**config.mk**
```make
export PLATFORM = sky130hd
export DESIGN_NAME = sdram_bank_tracker
export DESIGN_NICKNAME = d
export VERILOG_FILES = /design/src/rtl/sdram_trk_pkg.sv /design/src/rtl/trk_mode_reg.sv /design/src/rtl/trk_bank_fsm.sv /design/src/rtl/trk_cmd_fmt.sv /design/src/rtl/sdram_bank_tracker.sv
export SDC_FILE = /design/constraint.sdc
export NUM_CORES = 1
export LEC_CHECK = 0
export BUFFER_PORTS_ARGS = -buffer_cell sky130_fd_sc_hd__buf_2
export CAP_MARGIN = 40
export CORE_MARGIN = 8
export CORE_UTILIZATION = 60
export CTS_CLUSTER_SIZE = 8
export DETAILED_ROUTE_END_ITERATION = 10
export PLACE_DENSITY = 0.79
export SYNTH_ARGS = -nofsm -noshare
export SYNTH_HDL_FRONTEND = slang
export SYNTH_HIERARCHICAL = 1
export SYNTH_SLANG_ARGS = --single-unit
```
**constraint.sdc**
```tcl
create_clock -name clk -period 5.9 [get_ports clk]
set_input_delay 1.18 -clock clk [delete_from_list [all_inputs] [get_ports clk]]
set_output_delay 1.18 -clock clk [all_outputs]
set_load 0.05 [all_outputs]
```
**src/rtl/sdram_trk_pkg.sv**
```systemverilog
// Package: shared request codes and bank state encoding for the tracker.
// Assumes: request codes 6 and 7 are unused and treated as no-op.
package sdram_trk_pkg;
    typedef enum logic [2:0] {
        CMD_NOP = 3'd0,
        CMD_ACT = 3'd1,
        CMD_RD  = 3'd2,
        CMD_WR  = 3'd3,
        CMD_PRE = 3'd4,
        CMD_MRS = 3'd5
    } req_cmd_e;

    typedef enum logic [1:0] {
        BK_IDLE    = 2'd0,
        BK_OPENING = 2'd1,
        BK_ACTIVE  = 2'd2,
        BK_CLOSING = 2'd3
    } bank_st_e;
endpackage

```
**src/rtl/trk_mode_reg.sv**
```systemverilog
// Mode register: holds burst code, read latency and the two transition
// lengths. Loaded only when the top has accepted a mode load.
// Assumes: word bits [1:0] burst code, [5:3] latency, [8:6] activate
// field, [11:9] precharge field; bit 2 and bit 12 are ignored.
module trk_mode_reg #(
    parameter int ADDR_W = 13,
    parameter int TMR_W  = 3,
    parameter int LAT_W  = 3
) (
    input  logic              clk,
    input  logic              rst_n,
    input  logic              ld_i,
    input  logic [ADDR_W-1:0] word_i,
    output logic [3:0]        burst_len_o,
    output logic [LAT_W-1:0]  read_lat_o,
    output logic [TMR_W-1:0]  act_cyc_o,
    output logic [TMR_W-1:0]  pre_cyc_o
);
    localparam int LAT_LSB = 3;
    localparam int ACT_LSB = LAT_LSB + LAT_W;
    localparam int PRE_LSB = ACT_LSB + TMR_W;

    logic [1:0]       burst_code_q;
    logic [LAT_W-1:0] lat_q;
    logic [TMR_W-1:0] act_q;
    logic [TMR_W-1:0] pre_q;

    // Load the mode fields on an accepted mode load; reset to defaults.
    always_ff @(posedge clk) begin
        if (!rst_n) begin
            burst_code_q <= 2'd0;
            lat_q        <= LAT_W'(2);
            act_q        <= TMR_W'(1);
            pre_q        <= TMR_W'(1);
        end else if (ld_i) begin
            burst_code_q <= word_i[1:0];
            lat_q        <= word_i[LAT_LSB +: LAT_W];
            act_q        <= word_i[ACT_LSB +: TMR_W];
            pre_q        <= word_i[PRE_LSB +: TMR_W];
        end
    end

    // Decode the burst code into a length.
    always_comb begin
        burst_len_o = 4'd1 << burst_code_q;
    end

    assign read_lat_o = lat_q;
    assign act_cyc_o  = act_q;
    assign pre_cyc_o  = pre_q;


    mode_hold_chk: assert property (@(posedge clk) disable iff (!rst_n)
        !ld_i |=> ($stable(burst_code_q) && $stable(lat_q) && $stable(act_q) && $stable(pre_q)));
endmodule

```
**src/rtl/trk_bank_fsm.sv**
```systemverilog
// One bank's state machine: idle, opening, active, closing, with a
// down-counter for each transitional state and a record of the open row.
// Assumes: act_go only arrives in idle and pre_go only in active; the
// top checks legality before raising either.
module trk_bank_fsm #(
    parameter int ROW_W = 13,
    parameter int TMR_W = 3
) (
    input  logic                    clk,
    input  logic                    rst_n,
    input  logic                    act_go_i,
    input  logic                    pre_go_i,
    input  logic [TMR_W-1:0]        act_cyc_i,
    input  logic [TMR_W-1:0]        pre_cyc_i,
    input  logic [ROW_W-1:0]        row_i,
    output sdram_trk_pkg::bank_st_e state_o,
    output logic [ROW_W-1:0]        open_row_o
);
    import sdram_trk_pkg::*;

    bank_st_e         st_q;
    logic [TMR_W-1:0] cnt_q;
    logic [ROW_W-1:0] row_q;

    // Advance the bank state and its transition counter.
    always_ff @(posedge clk) begin
        if (!rst_n) begin
            st_q  <= BK_IDLE;
            cnt_q <= '0;
        end else begin
            unique case (st_q)
                BK_IDLE: if (act_go_i) begin
                    st_q  <= BK_OPENING;
                    cnt_q <= act_cyc_i;
                end
                BK_OPENING: if (cnt_q == '0) st_q <= BK_ACTIVE;
                            else cnt_q <= cnt_q - 1'b1;
                BK_ACTIVE: if (pre_go_i) begin
                    st_q  <= BK_CLOSING;
                    cnt_q <= pre_cyc_i;
                end
                BK_CLOSING: if (cnt_q == '0) st_q <= BK_IDLE;
                            else cnt_q <= cnt_q - 1'b1;
                default: st_q <= BK_IDLE;
            endcase
        end
    end

    // Capture the row being opened.
    always_ff @(posedge clk) begin
        if (!rst_n)        row_q <= '0;
        else if (act_go_i) row_q <= row_i;
    end

    assign state_o    = st_q;
    assign open_row_o = row_q;


    act_opens_chk: assert property (@(posedge clk) disable iff (!rst_n)
        act_go_i |=> (st_q == BK_OPENING));

    active_hold_chk: assert property (@(posedge clk) disable iff (!rst_n)
        (st_q == BK_ACTIVE && !pre_go_i) |=> (st_q == BK_ACTIVE && $stable(row_q)));

    close_path_chk: assert property (@(posedge clk) disable iff (!rst_n)
        (st_q == BK_CLOSING) |=> (st_q == BK_CLOSING || st_q == BK_IDLE));

    no_act_busy_chk: assert property (@(posedge clk) disable iff (!rst_n)
        act_go_i |-> (st_q == BK_IDLE));
endmodule

```
**src/rtl/trk_cmd_fmt.sv**
```systemverilog
// Command formatter: places bank, row, column or mode word on the device
// address bits for an issued request, and drives a no-op otherwise.
// Assumes: column bits at or above SKIP_BIT move up by one so that address
// bit SKIP_BIT stays low on reads and writes.
module trk_cmd_fmt #(
    parameter int ADDR_W   = 13,
    parameter int ROW_W    = 13,
    parameter int COL_W    = 11,
    parameter int BA_W     = 2,
    parameter int SKIP_BIT = 10
) (
    input  logic              issue_i,
    input  logic [2:0]        cmd_i,
    input  logic [BA_W-1:0]   bank_i,
    input  logic [ROW_W-1:0]  row_i,
    input  logic [COL_W-1:0]  col_i,
    output logic [2:0]        cmd_o,
    output logic [BA_W-1:0]   ba_o,
    output logic [ADDR_W-1:0] addr_o
);
    import sdram_trk_pkg::*;

    logic [ADDR_W-1:0] col_addr;

    // Spread the column across the address bits, stepping over SKIP_BIT.
    generate
        for (genvar j = 0; j < COL_W; j++) begin : g_col
            localparam int DST = (j < SKIP_BIT) ? j : j + 1;
            assign col_addr[DST] = col_i[j];
        end
        for (genvar k = 0; k < ADDR_W; k++) begin : g_pad
            if (k == SKIP_BIT || k > COL_W) begin : g_zero
                assign col_addr[k] = 1'b0;
            end
        end
    endgenerate

    // Select the address content for the issued request.
    always_comb begin
        cmd_o  = CMD_NOP;
        ba_o   = '0;
        addr_o = '0;
        if (issue_i) begin
            cmd_o = cmd_i;
            unique case (cmd_i)
                CMD_ACT: begin
                    ba_o   = bank_i;
                    addr_o = ADDR_W'(row_i);
                end
                CMD_RD, CMD_WR: begin
                    ba_o   = bank_i;
                    addr_o = col_addr;
                end
                CMD_PRE: ba_o = bank_i;
                CMD_MRS: addr_o = ADDR_W'(row_i);
                default: cmd_o = CMD_NOP;
            endcase
        end
    end
endmodule

```
**src/rtl/sdram_bank_tracker.sv**
```systemverilog
// Top: checks each host request against the target bank's state, issues
// legal ones on a registered command bus, and rejects the rest with an
// error pulse. Tracks the open row per bank and flags row hits.
// Assumes: one request per cycle; outputs are registered once.
module sdram_bank_tracker #(
    parameter int NUM_BANKS = 4,
    parameter int ROW_W     = 13,
    parameter int COL_W     = 11,
    parameter int ADDR_W    = 13,
    parameter int TMR_W     = 3,
    parameter int LAT_W     = 3
) (
    input  logic                   clk,
    input  logic                   rst_n,
    input  logic [2:0]             req_cmd_i,
    input  logic [1:0]             req_bank_i,
    input  logic [ROW_W-1:0]       req_row_i,
    input  logic [COL_W-1:0]       req_col_i,
    output logic [2:0]             bus_cmd_o,
    output logic [1:0]             bus_ba_o,
    output logic [ADDR_W-1:0]      bus_addr_o,
    output logic                   err_o,
    output logic                   row_hit_o,
    output logic [2*NUM_BANKS-1:0] bank_state_o,
    output logic [3:0]             cfg_burst_len_o,
    output logic [LAT_W-1:0]       cfg_read_lat_o
);
    import sdram_trk_pkg::*;

    localparam int BA_W = $clog2(NUM_BANKS);

    bank_st_e         st   [NUM_BANKS];
    logic [ROW_W-1:0] orow [NUM_BANKS];
    logic [NUM_BANKS-1:0] act_go, pre_go, idle_vec;
    logic [TMR_W-1:0] act_cyc, pre_cyc;
    logic [BA_W-1:0]  bank;
    bank_st_e         sel_st;
    logic [ROW_W-1:0] sel_row;
    logic             all_idle, known, legal, issue, hit_n, mode_ld;
    logic [2:0]       f_cmd;
    logic [1:0]       f_ba;
    logic [ADDR_W-1:0] f_addr;

    assign bank = BA_W'(req_bank_i);

    trk_mode_reg #(.ADDR_W(ADDR_W), .TMR_W(TMR_W), .LAT_W(LAT_W)) u_mode (
        .clk(clk), .rst_n(rst_n), .ld_i(mode_ld), .word_i(ADDR_W'(req_row_i)),
        .burst_len_o(cfg_burst_len_o), .read_lat_o(cfg_read_lat_o),
        .act_cyc_o(act_cyc), .pre_cyc_o(pre_cyc)
    );

    generate
        for (genvar b = 0; b < NUM_BANKS; b++) begin : g_bank
            trk_bank_fsm #(.ROW_W(ROW_W), .TMR_W(TMR_W)) u_fsm (
                .clk(clk), .rst_n(rst_n),
                .act_go_i(act_go[b]), .pre_go_i(pre_go[b]),
                .act_cyc_i(act_cyc), .pre_cyc_i(pre_cyc),
                .row_i(req_row_i), .state_o(st[b]), .open_row_o(orow[b])
            );
            assign idle_vec[b] = (st[b] == BK_IDLE);
            assign bank_state_o[2*b +: 2] = st[b];
            assign act_go[b] = issue && (req_cmd_i == CMD_ACT) && (bank == BA_W'(b));
            assign pre_go[b] = issue && (req_cmd_i == CMD_PRE) && (bank == BA_W'(b))
                               && (st[b] == BK_ACTIVE);
        end
    endgenerate

    assign all_idle = &idle_vec;
    assign sel_st   = st[bank];
    assign sel_row  = orow[bank];

    // Decide whether the request is legal in its bank's current state.
    always_comb begin
        known = 1'b1;
        legal = 1'b0;
        unique case (req_cmd_i)
            CMD_ACT:        legal = (sel_st == BK_IDLE);
            CMD_RD, CMD_WR: legal = (sel_st == BK_ACTIVE);
            CMD_PRE:        legal = (sel_st == BK_IDLE) || (sel_st == BK_ACTIVE);
            CMD_MRS:        legal = all_idle;
            default:        known = 1'b0;
        endcase
    end

    assign issue   = known && legal;
    assign mode_ld = issue && (req_cmd_i == CMD_MRS);

    // Row hit: a bank request to an active bank whose open row matches.
    always_comb begin
        hit_n = known && (req_cmd_i != CMD_MRS) && (sel_st == BK_ACTIVE)
                && (sel_row == req_row_i);
    end

    trk_cmd_fmt #(.ADDR_W(ADDR_W), .ROW_W(ROW_W), .COL_W(COL_W), .BA_W(2),
                  .SKIP_BIT(10)) u_fmt (
        .issue_i(issue), .cmd_i(req_cmd_i), .bank_i(req_bank_i),
        .row_i(req_row_i), .col_i(req_col_i),
        .cmd_o(f_cmd), .ba_o(f_ba), .addr_o(f_addr)
    );

    // Register the bus fields and the flags.
    always_ff @(posedge clk) begin
        if (!rst_n) begin
            bus_cmd_o  <= CMD_NOP;
            bus_ba_o   <= '0;
            bus_addr_o <= '0;
            err_o      <= 1'b0;
            row_hit_o  <= 1'b0;
        end else begin
            bus_cmd_o  <= f_cmd;
            bus_ba_o   <= f_ba;
            bus_addr_o <= f_addr;
            err_o      <= known && !legal;
            row_hit_o  <= hit_n;
        end
    end


    rw_reject_chk: assert property (@(posedge clk) disable iff (!rst_n)
        ((req_cmd_i == CMD_RD || req_cmd_i == CMD_WR) && sel_st != BK_ACTIVE)
        |=> (err_o && bus_cmd_o == CMD_NOP));

    pre_busy_chk: assert property (@(posedge clk) disable iff (!rst_n)
        (req_cmd_i == CMD_PRE && (sel_st == BK_OPENING || sel_st == BK_CLOSING))
        |=> (err_o && bus_cmd_o == CMD_NOP));

    col_gap_chk: assert property (@(posedge clk) disable iff (!rst_n)
        (bus_cmd_o == CMD_RD || bus_cmd_o == CMD_WR) |-> (!bus_addr_o[10] && !bus_addr_o[12]));

    mrs_busy_chk: assert property (@(posedge clk) disable iff (!rst_n)
        (req_cmd_i == CMD_MRS && !all_idle) |=> err_o);

    hit_state_chk: assert property (@(posedge clk) disable iff (!rst_n)
        row_hit_o |-> !err_o || $past(req_cmd_i) == CMD_ACT);
endmodule

```
==> results.ini <==
[timing]
post-route-min-period_ns = 4.176
max_freq_ghz = 0.2395
fin_crit_sh_pct = 70.78
rsz0062_at_grt = false
slew-limit-headroom_pct = 39.46
fin_setup_tns_ns = 0
setup_viol = 0
final_hold_viol_count = 0
slew_viol_final = 0
skew_ns = 0.01354
timing_worst_slew_pin_value_ns = 0.9041

[die]
coreArea_um2 = 9153
die_x_um = 112.8
die_y_um = 112.8
start_util_pct = 61.48
io_pins = 66
num_rows = 35
die_area_um2 = 12730

[global_route]
overflow = 0
grt_usage_pct = 21.34
grt_pass1_vias = 4423
grt_max_degree = 55
antenna_found_initial = 0
grt_pass1_wl_mm = 22.08

[hold_path]
hp-start = g_bank[1].u_fsm/cnt_q[1]
hp-class = flip-flop to flip-flop

[place]
dp_hpwl_mm = 9.441
gp_congestion = 0.8776
dpl.cell_count = 715
io_buffer_count = 65

[yosys]
ys_types = 54
synth_nets = 621
yosys_warnings = 6
synthTopCellsByArea = dfxtp_1 (37%), mux2i_1 (11%), ha_1 (6.9%)
synth_common_cells = dfxtp_1 (103), mux2i_1 (64), nor2_1 (57), inv_1 (40), ha_1 (31)
seq_area_frac_synth_pct = 36.65
synth_largest_area_cell = dfxtp_1
synth_edf_count = 0
synthArstFlopShare_pct = 0
syn_inst = 559
synthFlopType = dfxtp_1
synth.cell_area_um2 = 5627
yosysMostFrequentCell = dfxtp_1
ys_seq_elements = 103
avgSynthCellArea_um2 = 10.07
netlist.area_leader.share_pct = 36.65

[clocking]
numCtsBuffers = 9
cts_setup_buffers = 0
cts.path.max_buffers = 2
cts_tree = yes
clk_pin_slew_ns = 0.10
clock-sinks = 103
postCtsHoldBufs = 0
clock_latency_ns = 0.37
cts-root-buf = clkbuf_8
cts-resized-gates = 0
cts-htree-levels = 3

[power]
power_density_nw_per_um2 = 349.5
combPwrFrac_pct = 41.7
p_sw_uw = 844.8
seq_power_share_pct = 39.0
switching_share_pct = 39.38
pwr-share-clk_pct = 19.3
ir_worst_vdd_uv = 177.9
leakagePower_nw = 2.378
p_int_mw = 1.301

[worst_setup_path]
cp-end-kind = flip-flop
cp.arrival_ns = 4.44
required_ns = 6.16
cp-startpoint = req_bank_i[0]
worst-setup-path-type = primary input to flip-flop
crit_path_start_kind = primary input
r2r_start = g_bank[1].u_fsm/state_o[0]
cp_max_fo = 22

[status]
status = completed

[final_layout]
instances_no_fill = 730
num-fill-cells = 719
n_antenna_cell = 0
final_nets = 677
syn2layout_area_growth_pct = 9.095
drive_gt1_share_pct = 19.87

[drt]
drt_wl_total_mm = 13.49
routed.top_layer = met4
met1_length_mm = 5.898
viasPerCell = 6.040
drtIter0Drc = 275
ant_nets = 0
wl_per_cell_um = 18.47
drt_pass1_iterations = 5
drc = 0
dr_wl_met2_mm = 6.434
wl_met3_um = 905
vias = 4409

[run]
maxCapViolations = 0

[state kept, by name, indices dropped and copies added, names as in the netlist]
signal,flops
u_mode/burst_code_q,2
g_bank.u_fsm/state_o,8
u_mode/read_lat_o,3
u_mode/pre_cyc_o,3
g_bank.u_fsm/cnt_q,12
bus_cmd_o,3
bus_addr_o,13
g_bank.u_fsm/open_row_o,52
row_hit_o,1
err_o,1
bus_ba_o,2
u_mode/act_cyc_o,3
[layout make-up]
| cell class | instances | area [um2] | area share [%] |
|---|---|---|---|
| Clock inverter | 6 | 53.80 | 0.8765 |
| Multi-Input combinational cell | 390 | 3239 | 52.77 |
| Inverter | 40 | 150.1 | 2.446 |
| Timing Repair Buffer | 71 | 370.4 | 6.033 |
| Clock buffer | 9 | 123.9 | 2.018 |
| Sequential cell | 103 | 2062 | 33.59 |
| Tap cell | 111 | 138.9 | 2.263 |
[worst paths after layout]
path	end	slack [ns]	cells past startpoint
max	g_bank[2].u_fsm/state_o[0]	1.72	7
min	g_bank[1].u_fsm/cnt_q[1]	0.48	2
max reg2reg	g_bank[2].u_fsm/state_o[0]	2.73	6
min reg2reg	g_bank[1].u_fsm/cnt_q[1]	0.48	2
[through the flow]
| step | power, mW | hold WS [ns] | setup WS (ns) | area, um2 | utilization [%] |
|---|---|---|---|---|---|
| final | 2.145 | 0.4783 | 1.724 | 6138 | 67.07 |
| after global routing | 2.285 | 0.5022 | 1.588 | 6138 | 67.07 |
| after CTS | 2.150 | 0.4811 | 1.757 | 6138 | 67.07 |
| after detailed placement | 1.734 | 0.4621 | 1.392 | 5961 | 65.13 |
| after global placement | 1.691 | 0.4576 | 1.412 | 5953 | 65.04 |
| after floorplan | 1.540 | 0.4461 | 2.416 | 5627 | - |
[power groups by stage]
stage	Combinational [mW]	Clock, mW	Sequential, mW
floorplan	0.615	0	0.925
global placement	0.847	0	0.845
detailed placement	0.884	0	0.850
CTS	0.891	0.425	0.834
global route	0.984	0.456	0.844
finish	0.894	0.415	0.836
[placed cells by master (no fill, tap or decap), types with 12 or more instances in the layout]
cell | synthesis | final
xnor2_1 | 12 | 12
buf_2 | 3 | 65
ha_1 | 31 | 31
a21oi_1 | 14 | 14
inv_1 | 40 | 40
o22ai_1 | 12 | 12
o21bai_1 | 12 | 12
nor2_1 | 57 | 57
nand2_1 | 18 | 18
nand4_1 | 12 | 12
nor2b_1 | 13 | 13
mux2i_1 | 64 | 64
a22o_1 | 12 | 12
dfxtp_1 | 103 | 103
nand3b_1 | 22 | 22
and2_1 | 19 | 19
[worst max-delay path: stages]
cell and delay (ns):
buf_2 0.50, mux4_1 0.71, or4b_4 0.58, nor3b_2 0.77
nand2b_4 0.32, nand3_1 0.08, o311a_1 0.28
[kinds of logic (layout without fill, tap and decap cells)]
kind of cell    count (synthesis)  in the layout  synth area share [%]
simple gates                  180            180                 19.19
buf+inv                        66            126                 6.093
mux                            79             79                 17.79
flops                         103            103                 36.65
fa+ha+maj                      31             31                 6.893
compound gates                 87             87                 11.36
xor+xnor                       13             13                 2.024
[metal layers]
layer | vias up | track usage (%)
li1 | 2081 | -
met1 | 2142 | 27.18
met2 | 162 | 35.28
met3 | 24 | 4.526
met4 | 0 | 6.745
met5 | - | 0
Note: power is estimated with default switching activity, not from simulation.
